**src/rtl/lwft_sram.sv**
```systemverilog
module lwft_sram #(
  parameter int AW    = 6,
  parameter int DW    = 32,
  parameter int RECOV = 2
) (
  input  logic            clk,
  input  logic            rst_n,
  input  logic            clk_en,
  input  logic            cs0,
  input  logic            cs1_n,
  input  logic            cs2_n,
  input  logic            adv,
  input  logic            we,
  input  logic [DW/8-1:0] byte_we_n,
  input  logic [AW-1:0]   addr,
  input  logic            burst_linear,
  input  logic            oe_n,
  input  logic            sleep,
  input  logic [DW-1:0]   wdata,
  output logic [DW-1:0]   rdata,
  output logic            rdata_en
);
  localparam int NL  = DW / 8;
  localparam int RCW = $clog2(RECOV + 1);

  logic [DW-1:0] mem [2**AW];

  logic          rd_act_q, wpend_q, bact_q, bwr_q;
  logic [1:0]    cnt_q;
  logic [AW-1:0] base_q, rd_addr_q, wa_q;
  logic [NL-1:0] bw_q;
  logic [RCW-1:0] rcnt_q;

  logic go, sel, rec_ok, do_rd, do_wr;
  logic [1:0] nxt_cnt, lo;
  logic [AW-1:0] cur_addr;

  assign go       = clk_en & ~sleep;
  assign sel      = cs0 & ~cs1_n & ~cs2_n;
  assign rec_ok   = (rcnt_q == '0);
  assign nxt_cnt  = cnt_q + 2'd1;
  assign lo       = burst_linear ? (base_q[1:0] + nxt_cnt) : (base_q[1:0] ^ nxt_cnt);
  assign cur_addr = adv ? {base_q[AW-1:2], lo} : addr;
  assign do_rd    = adv ? (bact_q & ~bwr_q) : (sel & ~we);
  assign do_wr    = rec_ok & (adv ? (bact_q & bwr_q) : (sel & we));

  always_ff @(posedge clk or negedge rst_n) begin
    if (!rst_n) begin
      rd_act_q  <= 1'b0;
      wpend_q   <= 1'b0;
      bact_q    <= 1'b0;
      bwr_q     <= 1'b0;
      cnt_q     <= '0;
      base_q    <= '0;
      rd_addr_q <= '0;
      wa_q      <= '0;
      bw_q      <= '0;
      rcnt_q    <= '0;
    end else begin
      if (sleep)
        rcnt_q <= RECOV[RCW-1:0];
      else if (clk_en && !rec_ok)
        rcnt_q <= rcnt_q - 1'b1;
      if (go) begin
        rd_act_q  <= do_rd;
        wpend_q   <= do_wr;
        rd_addr_q <= cur_addr;
        wa_q      <= cur_addr;
        bw_q      <= ~byte_we_n;
        if (!adv) begin
          base_q <= addr;
          cnt_q  <= '0;
          bact_q <= sel;
          bwr_q  <= we;
        end else if (bact_q) begin
          cnt_q <= nxt_cnt;
        end
      end
    end
  end

  always_ff @(posedge clk) begin
    if (go && wpend_q)
      for (int i = 0; i < NL; i++)
        if (bw_q[i]) mem[wa_q][8*i +: 8] <= wdata[8*i +: 8];
  end

  assign rdata_en = rd_act_q & ~oe_n & ~sleep;
  assign rdata    = rdata_en ? mem[rd_addr_q] : '0;

  a_r5_stall_holds: assert property (@(posedge clk) disable iff (!rst_n)
    (!clk_en) |=> ($stable(rd_addr_q) && $stable(wpend_q) && $stable(cnt_q)));

  a_r7_deselect_idle: assert property (@(posedge clk) disable iff (!rst_n)
    (go && !adv && !sel) |=> (!rd_act_q && !wpend_q));

  a_r8_burst_step: assert property (@(posedge clk) disable iff (!rst_n)
    (go && adv && bact_q) |=> (cnt_q == $past(cnt_q) + 2'd1));

  a_r9_recov_no_write: assert property (@(posedge clk) disable iff (!rst_n)
    (go && rcnt_q != '0) |=> !wpend_q);

  a_r9_sleep_freeze: assert property (@(posedge clk) disable iff (!rst_n)
    (sleep) |=> ($stable(base_q) && $stable(rd_act_q)));
endmodule

```
**config.mk**
```make
export PLATFORM = sky130hd
export DESIGN_NAME = lwft_sram
export DESIGN_NICKNAME = d
export VERILOG_FILES = /design/src/rtl/lwft_sram.sv
export SDC_FILE = /design/constraint.sdc
export NUM_CORES = 2
export LEC_CHECK = 0
export BUFFER_PORTS_ARGS = -buffer_cell sky130_fd_sc_hd__buf_2
export CAP_MARGIN = 5
export CELL_PAD_IN_SITES_DETAIL_PLACEMENT = 0
export CELL_PAD_IN_SITES_GLOBAL_PLACEMENT = 1
export CORE_MARGIN = 3
export CORE_UTILIZATION = 49
export CTS_CLUSTER_SIZE = 16
export DETAILED_ROUTE_END_ITERATION = 7
export GPL_ROUTABILITY_DRIVEN = 1
export PLACE_DENSITY_LB_ADDON = 0.3
export SLEW_MARGIN = 30
export SYNTH_ARGS = -nofsm -noshare
export SYNTH_HDL_FRONTEND = slang
export SYNTH_SLANG_ARGS = --single-unit
```
**constraint.sdc**
```tcl
create_clock -name clk -period 2.3 [get_ports clk]
set_input_delay 0.23 -clock clk [delete_from_list [all_inputs] [get_ports clk]]
set_output_delay 0.23 -clock clk [all_outputs]
set_load 0.05 [all_outputs]
```
==> impl_metrics.ini <==
[floorplan]
ios = 86
row_count = 147
core_um2 = 161000
start_util = 0.496
die_w_um = 410
die_h_um = 410
dieArea_um2 = 168000

[power]
p_sw_uw = 25600
power_frac_comb = 0.208
p_seq_frac = 0.441
sw_frac_of_total = 0.271
internal_power_uw = 68800
p_leak_uw = 0.0337
p_total_uw = 94500
power.density_nw_per_um2 = 925
p_clk_frac = 0.351
vdd_ir_drop_max_uv = 736

[cts]
path_clk_slew_ps = 60
cts-buffers-inserted = 204
cts_tree = built
root_buffer = clkbuf_16
clockBufferDepth = 3
clock_latency_ps = 840
htreeDepth = 4
clkSinkCount = 2072

[layout]
area_growth_pct = 27.4
stdcell_area_um2 = 102000
drive_gt1_frac = 0.305
final_nets = 5784
utilization = 0.632

[sta]
fin_skew_ps = 35.2
holdWs_ps = 39.6
maxSlewHeadroom = 0.412
timing.setup.tns_ps = -430820
tightest_slew_ps = 873
fin_crit_sh = 1.68
setup_viol = 2038
rsz0062_at_grt = true
hold_viol_final = 0
final_max_slew_viol_count = 0
fmax_ghz = 0.259
final.min_clock_period_ps = 3860
setup_ws_ps = -1560

[setup_path]
cp-end-kind = output pin
reg2reg_to = mem[12][6]$_DFFE_PP_
timing.rr.start = wa_q[1]$_DFFE_PN0N_
r2r_slack_ps = -380
crit_path_start_kind = flop
r2r_cells = 12
crit_chain = buf_6, buf_12, mux4_2, mux2i_1, nor2_1, or4_4, nor4_4, a31oi_4, buf_12
slowest_stage = dfrtp_4
worstPathArrival_ps = 3630
path_max_fanout = 6
slowest_delay_ps = 510
cp.required_ps = 2070
worstSetupPathType = flop to output pin
crit_top_cell = buf_12

[global_route]
grt_pass1_vias = 50200
antenna_found_initial = 12
grt_max_degree = 65
gr-total-overflow = 0
grt_usage = 0.301
grt_pass1_wl_mm = 363

[route]
top_layer = met5
post_drt_wl_per_cell_um = 32.1
ant_nets = 0
drtPass1Iterations = 8
wl_met2_mm = 119
wirelength_met1_mm = 97.0
viasPerCell = 6.41
vias = 51700
route.met3.wl_mm = 28.3
route.detailed.drc = 0
drt_iter0_drc = 7192
routed_wl_mm = 259

[hold_path]
hold_path_class = input port to flop
hold_start = wdata[30]
holdPathStages = 1
min_to = mem[59][30]$_DFFE_PP_

[logic_synthesis]
synth_area_leaders = edfxtp_1 77%, a221oi_1 4.3%, a22oi_1 2.3%
synth_top_cell_area_share = 0.767
postSynthAreaPerCell_um2 = 16.8
synthCells = 4771
ys_seq_elements = 2072
yosys.cell_types.count = 67
ys.flop_type = edfxtp_1
synth_top_area_cell = edfxtp_1
yosysWarnings = 0
synth_edf_count = 2048
synth_nets = 4826
syn_area_um2 = 80100
async_flop_share = 0.0116
yosysSeqAreaShare = 0.775

[run_status]
violations = setup timing
status = finished with violations

[placed_design]
place_congestion = 0.924
io_buffers = 85
hpwl_mm = 171
post_dp_cell_area_um2 = 91300

[run]
max_cap_viol_count = 0
-- kinds of logic (layout without fill, tap and decap cells) --
group           count (synthesis)  in the layout  synth area share
fa+ha+maj                       2              2          0.000312
flops                        2072           2072             0.775
other cells                     0              7                 0
compound gates               1235           1235             0.121
simple gates                  778            778            0.0433
mux                           284            284            0.0390
buf+inv                       396           1529            0.0212
xor+xnor                        4              4          0.000437
-- through the flow --
step | setup slack [ps] | cells
finish | -1560 | 8071
global route | -1610 | 8064
CTS | -1530 | 8024
global placement | -849 | 7529
floorplan | -63.3 | 4771
detailed placement | -866 | 7529
-- cell type report --
type                            instances  area (um^2)
Clock buffer                          248         5380
Antenna cell                            7         17.5
Tap cell                             2160         2700
Sequential cell                      2072        62100
Fill cell                           11400        59400
Timing Repair inverter                  1         11.3
Timing Repair Buffer                 1140        12200
Inverter                                7         70.1
Multi-Input combinational cell       2303        18300
Clock inverter                        133         1270
-- cell usage in the layout, fill, tap and decap left out, types with 14 or more instances in the layout --
cell / instances
clkbuf_16: 212
a221o_1: 32
buf_12: 206
a22oi_1: 237
nor2b_1: 28
buf_8: 37
a31oi_4: 27
clkinv_2: 47
nor2_4: 29
nor3_1: 17
nand4_1: 25
dlygate4sd3_1: 49
dfrtp_1: 20
mux2i_1: 148
bufinv_16: 21
a32o_1: 21
o22a_1: 75
nor2_1: 319
o22ai_1: 90
buf_4: 690
o21ai_1: 32
o21ai_0: 76
o2bb2ai_1: 50
a21oi_1: 44
clkinv_1: 45
nor2_2: 14
o221ai_1: 27
a221oi_2: 57
buf_2: 53
nand2_1: 179
clkbuf_1: 38
a222oi_1: 29
a221oi_1: 332
and3_1: 61
mux2_2: 121
edfxtp_1: 2048
buf_6: 81
-- synthesized netlist by cell type (3+ instances only) --
cell,instances
edfxtp_1,2048
nor2b_1,34
inv_1,5
a22oi_1,242
o22ai_1,97
dfrtp_1,24
xnor2_1,3
and3_1,75
a32oi_1,24
mux4_2,10
and2_1,4
buf_2,104
nand4_1,25
buf_1,50
mux2_2,124
o21ai_0,111
a211oi_1,3
a222oi_1,29
a221o_1,32
a22o_1,13
buf_4,19
a21oi_1,50
nand3_1,8
nor3_1,20
o32ai_1,8
nand2b_1,5
clkbuf_1,214
nor2_1,361
o22a_1,78
o221ai_1,29
o2bb2ai_1,51
a32o_1,23
nor4_1,24
a221oi_1,394
nor3_2,4
nor3b_1,3
a31oi_1,33
nand2_1,202
mux2i_1,150
-- power by group through the flow --
stage                     Sequential [uW]  Combinational (uW)  Clock (uW)
final                               41600               19700       33200
after global routing                41600               20400       35000
after CTS                           41600               18400       33500
after detailed placement            42400               16500           0
after global placement              42400               16300           0
after floorplan                     42400                8210           0
-- flip-flops by register name, summed over array words and instances (netlist names) --
signal	count
bw_q	4
bwr_q	1
bact_q	1
base_q	6
rcnt_q	2
wa_q	6
cnt_q	2
wpend_q	1
mem	2048
rd_act_q	1
-- how the worst max path moves through the flow --
stage | start | to | depth (start not counted)
after floorplan | wa_q[0]$_DFFE_PN0N_ | rdata[2] | 8
after CTS | wa_q[2]$_DFFE_PN0N_ | rdata[15] | 9
after global routing | wa_q[1]$_DFFE_PN0N_ | rdata[29] | 9
after global placement | wa_q[0]$_DFFE_PN0N_ | rdata[6] | 10
final | wa_q[1]$_DFFE_PN0N_ | rdata[29] | 9
after detailed placement | wa_q[0]$_DFFE_PN0N_ | rdata[6] | 10
-- critical path: cells and delay by family (launching register included) --
kind	cells	cell delay [ps]
multiplexers	2	730
buffers and inverters	3	480
AO/OA/AOI/OAI	1	200
flip-flops	1	510
AND/OR/NAND/NOR	3	870
-- repair_timing --
action / 4_1_cts / 5_1_grt
pin swaps: 75 / 67
hold buffers: 50 / 0
endpoints found under the setup margin: 2034 / 2081
resized for setup: 328 / 213
endpoints found under the hold margin: 899 / 0
gates cloned: 11 / 5
buffers inserted: 56 / 39
-- layer usage --
metal,up-vias,GRT usage
li1,21700,-
met3,582,0.0680
met4,8,0.147
met5,-,0
met1,26300,0.407
met2,3155,0.464
(Power assumes the default switching activity.)
